**src/rtl/mdf_pkg.sv**
```systemverilog
package mdf_pkg;
  parameter int ADDR_W = 48;
  parameter int IDX_W  = 6;
  parameter int WORD_W = 32;
  localparam int TBL_W = 1 << IDX_W;

  typedef struct packed {
    logic capture;
  } strobes_t;

  typedef struct packed {
    logic isBcast;
    logic isMcast;
    logic stationHit;
    logic tableHit;
  } flags_t;
endpackage

```
**src/rtl/mdf_hash_fold.sv**
```systemverilog
module mdf_hash_fold #(
  parameter int ADDR_W = 48,
  parameter int IDX_W  = 6
) (
  input  logic [ADDR_W-1:0] addr,
  output logic [IDX_W-1:0]  idx
);
  generate
    for (genvar k = 0; k < IDX_W; k++) begin : g_fold
      always_comb begin
        idx[k] = 1'b0;
        for (int p = k; p < ADDR_W; p += IDX_W) begin
          idx[k] = idx[k] ^ addr[p];
        end
      end
    end
  endgenerate
endmodule

```
**src/rtl/mdf_datapath.sv**
```systemverilog
module mdf_datapath
  import mdf_pkg::*;
#(
  parameter int AW = ADDR_W,
  parameter int IW = IDX_W,
  parameter int WW = WORD_W
) (
  input  logic              clk,
  input  logic              rst_n,
  input  strobes_t          stb,
  input  logic [AW-1:0]     destAddr,
  input  logic [WW-1:0]     stationLow,
  input  logic [AW-WW-1:0]  stationHigh,
  input  logic [WW-1:0]     tblLow,
  input  logic [WW-1:0]     tblHigh,
  output flags_t            flags,
  output logic [IW-1:0]     hashIdx
);
  logic [IW-1:0]     foldIdx;
  logic [2*WW-1:0]   table64;
  logic [AW-1:0]     station;
  logic              stationOn;

  mdf_hash_fold #(.ADDR_W(AW), .IDX_W(IW)) fold_i (
    .addr (destAddr),
    .idx  (foldIdx)
  );

  assign table64   = {tblHigh, tblLow};
  assign station   = {stationHigh, stationLow};
  assign stationOn = |station;

  always_comb begin
    flags.isBcast    = &destAddr;
    flags.isMcast    = destAddr[0];
    flags.stationHit = stationOn && (destAddr == station);
    flags.tableHit   = table64[foldIdx];
  end

  always_ff @(posedge clk or negedge rst_n) begin
    if (!rst_n) hashIdx <= '0;
    else if (stb.capture) hashIdx <= foldIdx;
  end
endmodule

```
**src/rtl/mdf_control.sv**
```systemverilog
module mdf_control
  import mdf_pkg::*;
(
  input  logic     clk,
  input  logic     rst_n,
  input  logic     addrValid,
  input  logic     cfgCopyAll,
  input  logic     cfgMcastHash,
  input  logic     cfgUcastHash,
  input  logic     cfgNoBcast,
  input  flags_t   flags,
  output strobes_t stb,
  output logic     resValid,
  output logic     accept
);
  logic verdict;

  assign stb.capture = addrValid;

  always_comb begin
    if (cfgCopyAll)            verdict = 1'b1;
    else if (flags.isBcast)    verdict = !cfgNoBcast;
    else if (flags.stationHit) verdict = 1'b1;
    else if (flags.isMcast)    verdict = cfgMcastHash && flags.tableHit;
    else                       verdict = cfgUcastHash && flags.tableHit;
  end

  always_ff @(posedge clk or negedge rst_n) begin
    if (!rst_n) begin
      resValid <= 1'b0;
      accept   <= 1'b0;
    end else begin
      resValid <= addrValid;
      accept   <= addrValid && verdict;
    end
  end
endmodule

```
**src/rtl/mac_dest_filter.sv**
```systemverilog
module mac_dest_filter
  import mdf_pkg::*;
(
  input  logic                    clk,
  input  logic                    rst_n,
  input  logic                    addrValid,
  input  logic [ADDR_W-1:0]       destAddr,
  input  logic [WORD_W-1:0]       stationLow,
  input  logic [ADDR_W-WORD_W-1:0] stationHigh,
  input  logic [WORD_W-1:0]       tblLow,
  input  logic [WORD_W-1:0]       tblHigh,
  input  logic                    cfgCopyAll,
  input  logic                    cfgMcastHash,
  input  logic                    cfgUcastHash,
  input  logic                    cfgNoBcast,
  output logic                    resValid,
  output logic                    accept,
  output logic [IDX_W-1:0]        hashIdx
);
  strobes_t stb;
  flags_t   flags;

  mdf_datapath dp_i (
    .clk (clk), .rst_n (rst_n), .stb (stb), .destAddr (destAddr),
    .stationLow (stationLow), .stationHigh (stationHigh),
    .tblLow (tblLow), .tblHigh (tblHigh), .flags (flags), .hashIdx (hashIdx)
  );

  mdf_control ctl_i (
    .clk (clk), .rst_n (rst_n), .addrValid (addrValid),
    .cfgCopyAll (cfgCopyAll), .cfgMcastHash (cfgMcastHash),
    .cfgUcastHash (cfgUcastHash), .cfgNoBcast (cfgNoBcast),
    .flags (flags), .stb (stb), .resValid (resValid), .accept (accept)
  );
endmodule

```
**config.mk**
```make
export PLATFORM = sky130hd
export DESIGN_NAME = mac_dest_filter
export DESIGN_NICKNAME = d
export VERILOG_FILES = /design/src/rtl/mdf_pkg.sv /design/src/rtl/mdf_hash_fold.sv /design/src/rtl/mdf_datapath.sv /design/src/rtl/mdf_control.sv /design/src/rtl/mac_dest_filter.sv
export SDC_FILE = /design/constraint.sdc
export NUM_CORES = 1
export LEC_CHECK = 0
export BUFFER_PORTS_ARGS = -buffer_cell sky130_fd_sc_hd__clkbuf_2
export CAP_MARGIN = 20
export CELL_PAD_IN_SITES_DETAIL_PLACEMENT = 1
export CELL_PAD_IN_SITES_GLOBAL_PLACEMENT = 1
export CORE_MARGIN = 10
export CORE_UTILIZATION = 28
export CTS_CLUSTER_DIAMETER = 200
export CTS_CLUSTER_SIZE = 28
export DETAILED_ROUTE_END_ITERATION = 8
export PLACE_DENSITY = 0.88
export SETUP_SLACK_MARGIN = 0.02
export SLEW_MARGIN = 30
export SYNTH_ARGS = -nofsm -noshare
export SYNTH_HDL_FRONTEND = slang
export SYNTH_HIERARCHICAL = 1
export SYNTH_SLANG_ARGS = --single-unit
```
**constraint.sdc**
```tcl
create_clock -name clk -period 1.53 [get_ports clk]
set_input_delay 0.2295 -clock clk [delete_from_list [all_inputs] [get_ports clk]]
set_output_delay 0.2295 -clock clk [all_outputs]
set_load 0.02 [all_outputs]
```
# After elaboration in Yosys (flattened, before gate mapping)
# Cells that the tools add are included.
[classes] bitwise_logic=42 magnitude_cmp=1 mux=6 n_reduce_logical=7 eq_ne=1
[ops] op="equality test 48 bit" count=1
[ops] op="AND reduction 48 bit" count=1
[ops] op="OR reduction 48 bit" count=1
[ops] op="bitwise XOR 1 bit" count=42
[ops] op="less-than comparator 6 x 7 -> 1 bit, second input constant" count=1
[ops] op="binary-select mux 1 bit (select 6 bit)" count=1
[ops] op="2-to-1 mux 1 bit" count=5
[ops] op="logical AND 1 bit" count=4
[ops] op="zero test 1 bit" count=1
[totals] elab_cells=60 register_bits=8

# Logic depth before layout (Yosys ltp)
# Gate-level depths: netlist of run 1.
[logic_depth] word_depth=15 ltp_mapped=11 ltp_nobuf=9

# Modules after synthesis
# The synthesis of run 1 kept the hierarchy.
[by_module_without_submodules] mod="mdf_datapath" cells_per_inst=154 n_inst=1 area_per_inst_um2=1500.2
[by_module_without_submodules] mod="mdf_hash_fold" cells_per_inst=42 n_inst=1 area_per_inst_um2=367.9
[by_module_without_submodules] mod="mdf_control" cells_per_inst=8 n_inst=1 area_per_inst_um2=100.1

# Least setup slack after synthesis of run 1
# No wires, ideal clock.
[synth_path] path_type="input -> register" from="input destAddr[36]" to="register ctl_i.accept" stages=11 arrival_ns=2.590 n_path_buf=2 slack_ns=-1.189 path_cell_list="xor2_1 xnor2_1 xnor2_1 clkbuf_1 buf_4 mux4_2 a21boi_0 nand4_1 a32o_1 a2111oi_2 nor2_1"
[synth_rtl] element="start, declared" line_no="mac_dest_filter.sv:7" source="input logic [ADDR_W-1:0] destAddr,"
[synth_rtl] element="end signal, assigned" line_no="mdf_control.sv:34" source="accept <= addrValid && verdict;"
[synth_rtl] element="end, declared" line_no="mdf_control.sv:14" source="output logic accept"

==> results by group, run 1 <==
Route
  – Drt pass-1 iters: 4
  – First DRT Iteration DRCs: 92
  – Remaining antenna violation count: 0
  – Vias per cell: 5.138
  – Via count: 2749
  – Residual DRC: 0
  – Avg WL per Cell: 21.53 um
  – Drt total wl: 11520 um

Synthesis
  – Top FF cell, synth: dfrtp_1
  – Yosys warns: 6
  – Top-area cell type share of the netlist area: 0.2403
  – Main area contributors after synthesis: xor2_1 (24%), mux4_2 (16%), xnor2_1 (16%)
  – Top-count cell post-synth: xor2_1
  – Synth async-reset ratio: 1.000
  – Syn_area_per_cell: 9.648 sq um
  – Top cells by count, synth: xor2_1 (54), xnor2_1 (36), nor4_1 (28), nand4_1 (19), mux4_2 (14)
  – EDFF count, synth: 0
  – Netlist cell types: 27
  – Area leader, netlist: xor2_1
  – Post-Syn Nets: 371
  – Mapped cell area: 1968 sq um
  – Post-Synthesis Cells: 204
  – Seq/Total Area, Yosys: 0.1017
  – #FFs+latches synth: 8

STA
  – RSZ-0062 raised after global routing: true
  – Hold Violations, Final: 0
  – Worst setup margin: -1.212 ns
  – Setup TNS: -1.212 ns
  – Skew final: 0 ns
  – Final Cycle Share: 1.792
  – Max Transition Viols Final: 0
  – Headroom to the max-slew limit: 0.5934
  – Hold WS: 0.2445 ns
  – Fin crit period: 2.742 ns
  – FMAX: 0.3647 GHz
  – Worst-Margin Slew: 0.6043 ns
  – Setup violators final: 1

Global routing
  – Largest net degree at the start of global routing: 14
  – First-pass GRT wire length: 17960 um
  – Overflow after GRT: 0
  – Initial antenna violation count: 0
  – Vias in the first global route: 3384
  – All-Layer GR Usage: 0.2062

Power and ir drop
  – Clock Power Share: 0.089
  – Switching portion of total power: 0.4053
  – Peak VDD IR: 0.3087 mV
  – Sequential power share: 0.115
  – P_int: 1.690 mW
  – P_sw: 1.152 mW
  – PwrDens: 796.9 nW/um^2
  – Combinational share of power: 0.796
  – Tot Pwr: 2.842 mW
  – Pleak: 1.745 nW

CTS
  – Clk slew on worst S/H paths: 0.04 ns
  – H-tree Lvls: 1
  – Clock Latency Late Sink: 0.23 ns
  – Cts bufs inserted: 3
  – Clock Tree Root: clkbuf_8
  – Clk buf depth: 2
  – CTS tree: done
  – Number of clock sinks: 8

Setup path
  – R2R depth: 1
  – Flop-to-flop setup slack: 0.77 ns
  – Worst-path fanout max: 3
  – Worst r2r src: dp_i/hashIdx[1]
  – CP Data Required Time: 1.63 ns
  – Setup crit end: ctl_i/accept
  – Critical path class: input port to register
  – Reg-to-Reg End: dp_i/hashIdx[1]
  – Arrival @ worst endpoint: 2.85 ns
  – CP startpoint: destAddr[25]
  – Startpoint types: input port
  – Endpoint class of the critical path: register

Floorplan
  – I/O pins: 175
  – Core area: 6832 sq um
  – Die area: 10780 sq um
  – Die height: 103.8 um
  – Rows: 30
  – Die width: 103.8 um
  – Initial Util: 0.2881

Place
  – Port Buffers: 174
  – Post-Place Worst Slack: -1.808 ns
  – Cell area after placement: 3418 sq um
  – Hpwl dp: 10830 um
  – Final RePlAce weighted congestion: 1.016
  – Placed Cells: 529

Cells and area
  – Util after Layout: 0.5220
  – Area Growth Syn to Fin: 81.18%
  – Final net count: 608
  – Design Area, Final: 3566 sq um
  – Share of cells above drive strength 1: 0.6355
  – Layout Cells excl Fill: 535
  – Diodes inserted: 0

Run status
  – Status: finished, violations left
  – Violated checks: setup timing

Min path
  – Hold_sp: addrValid
  – Hold WC Path Type: input port to register

Flow run
  – Max cap viols: 0
state kept, by name (all words and copies together) (netlist names):
register / flops
ctl_i/accept: 1
ctl_i/resValid: 1
dp_i/hashIdx: 6
metal layers:
layer | GRT usage | wire, um
met1 | 0.1946 | 3854
met4 | 0.1173 | 626
met2 | 0.3914 | 6211
met3 | 0.05328 | 828
met5 | 0 | 0
worst max-delay path, stage by stage:
cell and delay (ns):
buf_4 0.13, xnor2_2 0.14, xnor2_2 0.25, xnor2_2 0.16, buf_6 0.14, mux4_2 0.50
mux4_2 0.49, or2_0 0.21, a32o_2 0.25, a2111oi_4 0.28, nor2_1 0.07
worst min-delay path by stage:
stage / to / cells past startpoint
after global placement: ctl_i/resValid / 1
after detailed placement: dp_i/hashIdx[1] / 1
after global routing: ctl_i/resValid / 1
final: ctl_i/resValid / 1
after floorplan: ctl_i/accept / 0
after CTS: ctl_i/resValid / 1
power by group through the flow:
stage / Sequential [mW] / Combinational (mW) / Clock [mW]
after floorplan: 0.427 / 1.15 / 0
after global placement: 0.324 / 2.07 / 0
after detailed placement: 0.332 / 2.15 / 0
after CTS: 0.329 / 2.25 / 0.265
after global routing: 0.338 / 2.45 / 0.275
final: 0.327 / 2.26 / 0.252
cells in the final DEF, fill, tap and decap left out:
| cell type | netlist | routed |
|---|---|---|
| dlygate4sd3_1 | 0 | 1 |
| a21boi_0 | 1 | 1 |
| a22oi_1 | 2 | 2 |
| clkbuf_2 | 0 | 172 |
| a32o_2 | 0 | 1 |
| nand3b_1 | 1 | 1 |
| and3_1 | 1 | 1 |
| clkbuf_8 | 0 | 4 |
| xnor2_1 | 36 | 27 |
| nor2b_1 | 3 | 3 |
| a2111oi_4 | 0 | 1 |
| mux2_4 | 1 | 1 |
| xnor2_2 | 0 | 8 |
| nor3_1 | 1 | 1 |
| buf_6 | 1 | 1 |
| dfrtp_1 | 8 | 8 |
| nand3_1 | 4 | 4 |
| buf_12 | 0 | 1 |
| a21oi_1 | 1 | 1 |
| nor2_1 | 3 | 3 |
| o21ai_0 | 1 | 1 |
| or2_0 | 1 | 1 |
| a41oi_1 | 1 | 1 |
| nor4_1 | 28 | 28 |
| xnor2_4 | 0 | 1 |
| nand4_1 | 19 | 19 |
| mux4_2 | 14 | 17 |
| xor2_1 | 54 | 54 |
| nand2_1 | 3 | 3 |
| buf_4 | 3 | 66 |
| mux2_2 | 6 | 6 |
final cells by class:
class	count	area (sq um)
timing repair buffer	242	1411
fill	882	3266
tap	96	120.1
multi-input combinational	186	1793
sequential	8	200.2
clock buffer	3	41.29
what timing repair did:
action | CTS | global route
setup buffers | 2 | 0
gates resized for setup | 11 | 6
endpoints found under the setup margin | 2 | 2
pin swaps | 2 | 1
hold buffers | 1 | 0
endpoints found under the hold margin | 8 | 0
logic make-up after synthesis:
family / count (synthesis) / synth area share
compound gates: 8 / 0.03369
xor+xnor: 90 / 0.4005
buf+inv: 10 / 0.02861
flops: 8 / 0.1017
mux: 24 / 0.2422
simple gates: 64 / 0.1933
Power figures use the tool's default switching activity.
==> run 2, diff against run 1 <==
ABC_AREA = 1   (was default)
CORE_UTILIZATION = 29   (was 28)
PLACE_DENSITY = 0.9   (was 0.88)
SLEW_MARGIN = default   (was 30)
==> results by group, run 2 <==
CTS
  – Clock Tree Root: clkbuf_8
  – H-tree Lvls: 1 (unchanged)
  – Clk buf depth: 2 (unchanged)
  – Cts bufs inserted: 3 (unchanged)
  – Number of clock sinks: 8 (unchanged)
  – CTS tree: done
  – Clock Latency Late Sink: 0.23 ns (about the same)
  – Clk slew on worst S/H paths: 0.04 ns (about the same)

Min path
  – Hold WC Path Type: input port to register
  – Hold Path Stages: 3 (+2)
  – Hold_sp: cfgCopyAll
  – WHS Endpoint: ctl_i/accept

Synthesis
  – Netlist cell types: 27 (unchanged)
  – Top-area cell type share of the netlist area: 0.2919 (+0.05161)
  – Main area contributors after synthesis: nand2_1 (29%), nand3_1 (13%), inv_1 (11%)
  – Post-Synthesis Cells: 535 (+160%)
  – Yosys warns: 6 (unchanged)
  – Mapped cell area: 2739 sq um (+39%)
  – Top cells by count, synth: nand2_1 (213), inv_1 (79), nand3_1 (69), nor2_1 (22), nand4_1 (19)
  – Area leader, netlist: nand2_1
  – Post-Syn Nets: 702 (+89%)
  – Top FF cell, synth: dfrtp_1
  – Synth async-reset ratio: 1.000 (unchanged)
  – Seq/Total Area, Yosys: 0.07309 (-0.02862)
  – Top-count cell post-synth: nand2_1
  – #FFs+latches synth: 8 (unchanged)
  – Syn_area_per_cell: 5.119 sq um (-47%)
  – EDFF count, synth: 0 (unchanged)

Cells and area
  – Design Area, Final: 4624 sq um (+30%)
  – Commonest cells after routing, fill and taps aside: nand2_1 (195), clkbuf_2 (168), inv_1 (72)
  – Final net count: 941 (+55%)
  – Area Growth Syn to Fin: 68.84%
  – Max reg flops: 6 (unchanged)
  – Layout Cells excl Fill: 901 (+68%)
  – Share of cells above drive strength 1: 0.4275 (-0.2081)
  – Diodes inserted: 0 (unchanged)
  – Largest registers: dp_i/hashIdx: 6 flops, ctl_i/accept: 1 flops, ctl_i/resValid: 1 flops
  – Top reg by flops: dp_i/hashIdx
  – Commonest non-fill, non-tap cell in the layout: nand2_1
  – Util after Layout: 0.5005 (-0.02150)

Run status
  – Status: finished, violations left
  – Violated checks: setup timing

Setup path
  – Critical path depth: 25 (+14)
  – Worst r2r src: dp_i/hashIdx[4]
  – Slowest stage cell, crit path: buf_12
  – Worst-path fanout max: 8 (+5)
  – Arrival @ worst endpoint: 2.18 ns (-0.67 ns)
  – Endpoint class of the critical path: register
  – CP bufs+invs: 6 (+4)
  – CP max stage delay: 0.15 ns (-0.35 ns)
  – R2R depth: 2 (+1)
  – Cell family with most CP delay: simple AND/OR/NAND/NOR gates
  – Flop-to-flop setup slack: 0.80 ns (+0.03 ns)
  – CP Data Required Time: 1.69 ns (+0.06 ns)
  – Critical path class: input port to register
  – Reg-to-Reg End: dp_i/hashIdx[4]
  – Startpoint types: input port

Global routing
  – Overflow after GRT: 0 (unchanged)
  – Largest net degree at the start of global routing: 18 (+4)
  – Initial antenna violation count: 1 (+1)
  – Vias in the first global route: 5011 (+48%)
  – First-pass GRT wire length: 25420 um (+42%)
  – All-Layer GR Usage: 0.2357 (+0.02950)

Power and ir drop
  – Tot Pwr: 2.597 mW (-8.6%)
  – PwrDens: 561.5 nW/um^2 (-30%)
  – Pleak: 2.699 nW (+55%)
  – Peak VDD IR: 0.2608 mV (-15%)

STA
  – Max Transition Viols Final: 0 (unchanged)
  – Skew final: 0 ns (unchanged)
  – Worst-Margin Slew: 0.4291 ns (-0.1752 ns)
  – Hold Violations, Final: 0 (unchanged)
  – Headroom to the max-slew limit: 0.7113 (+0.1179)
  – RSZ-0062 raised after global routing: true
  – Fin crit period: 2.022 ns (-0.7194 ns)
  – Final Cycle Share: 1.322 (-0.4702)
  – Worst setup margin: -0.4923 ns (+0.7194 ns)
  – FMAX: 0.4945 GHz (+36%)
  – Setup violators final: 2 (+1)

Place
  – Placed Cells: 888 (+68%)
  – Port Buffers: 174 (unchanged)
  – Hpwl dp: 14690 um (+36%)
  – Cell area after placement: 4169 sq um (+22%)
  – Post-Place Worst Slack: -0.7305 ns (+1.077 ns)
  – Final RePlAce weighted congestion: 0.9316 (-8.3%)

Route
  – M1 wire length: 6941 um (+80%)
  – Max layer used: met5
  – Via count: 4611 (+68%)
  – Drt pass-1 iters: 5 (+1)
  – Remaining antenna violation count: 0 (unchanged)
  – First DRT Iteration DRCs: 306 (+230%)
  – Vias per cell: 5.118 (-0.40%)
  – Met3 routed WL: 1727 um (+110%)
  – Residual DRC: 0 (unchanged)
  – Met2 WL post-DR: 8594 um (+38%)
  – Drt total wl: 17970 um (+56%)
  – Avg WL per Cell: 19.94 um (-7.4%)

Floorplan
  – Initial Util: 0.2964 (+0.008316)
  – I/O pins: 175 (unchanged)
  – Die height: 117.2 um (+13%)
  – Core area: 9240 sq um (+35%)
  – Rows: 35 (+17%)
  – Die width: 117.2 um (+13%)
  – Die area: 13730 sq um (+27%)

Flow run
  – Max cap viols: 0 (unchanged)
run 2: cell count changes after synthesis, sizes merged, moves of 21 or more:
cell / before / now
nand2: 3 / 219
nand3: 4 / 81
nor4: 28 / 7
inv: 0 / 87
xnor2: 36 / 14
xor2: 54 / 17
run 2: cell families (layout without fill, tap and decap cells):
family | count (synthesis) | count (layout) | synth area share
compound gates | 18 | 18 | 0.03700
flops | 8 | 8 | 0.07309
simple gates | 376 | 376 | 0.6254
buf+inv | 102 | 339 | 0.1654
xor+xnor | 31 | 31 | 0.09913
run 2: routing by layer:
metal / vias to the layer above / GRT usage
met5: - / 0
met3: 53 / 0.07187
met2: 257 / 0.4299
met4: 2 / 0.06590
met1: 2137 / 0.2564
li1: 2162 / -
run 2: worst max-delay path by stage:
stage	slack (ns)	to	start
after floorplan	-0.22	ctl_i/accept	destAddr[24]
after global placement	-0.64	ctl_i/accept	destAddr[12]
after detailed placement	-0.73	ctl_i/accept	destAddr[30]
after CTS	-0.37	ctl_i/accept	destAddr[30]
after global routing	-0.65	ctl_i/accept	destAddr[24]
final	-0.49	ctl_i/accept	destAddr[24]
run 2: final cells by class:
type	count	area (sq um)
Timing Repair inverter	3	33.78
Sequential cell	8	200.2
Timing Repair Buffer	245	1577
Inverter	88	356.6
Tap cell	129	161.4
Clock buffer	3	41.29
Multi-Input combinational cell	425	2255
Fill cell	1340	4616
run 2: worst reg2reg max path: cells and delay by family (launching register included):
kind / cells / cell delay [ns]
and+or+nand+nor: 1 / 0.14
AOI/OAI and AO/OA: 1 / 0.08
DFF: 1 / 0.37
run 2: report_power, final:
group | total [mW] | internal [mW] | switching [mW]
registers | 0.265 | 0.245 | 0.0195
logic | 2.08 | 0.890 | 1.19
clock network | 0.255 | 0.171 | 0.0847
run 2: timing repair:
action,4_1_cts,5_1_grt
pin swaps,10,30
hold buffers,1,0
setup endpoints to repair,1,1
hold endpoints to repair,8,0
gates cloned,3,3
buffers inserted,0,3
gates resized for setup,34,47
run 2: stage by stage:
stage	hold slack [ns]	TNS, ns
6_report	0.2851	-0.5498
5_1_grt	0.3062	-0.7787
4_1_cts	0.2889	-0.3668
3_5_place_dp	0.08727	-1.021
3_3_place_gp	0.07987	-0.7387
2_1_floorplan	-0.06609	-0.2170
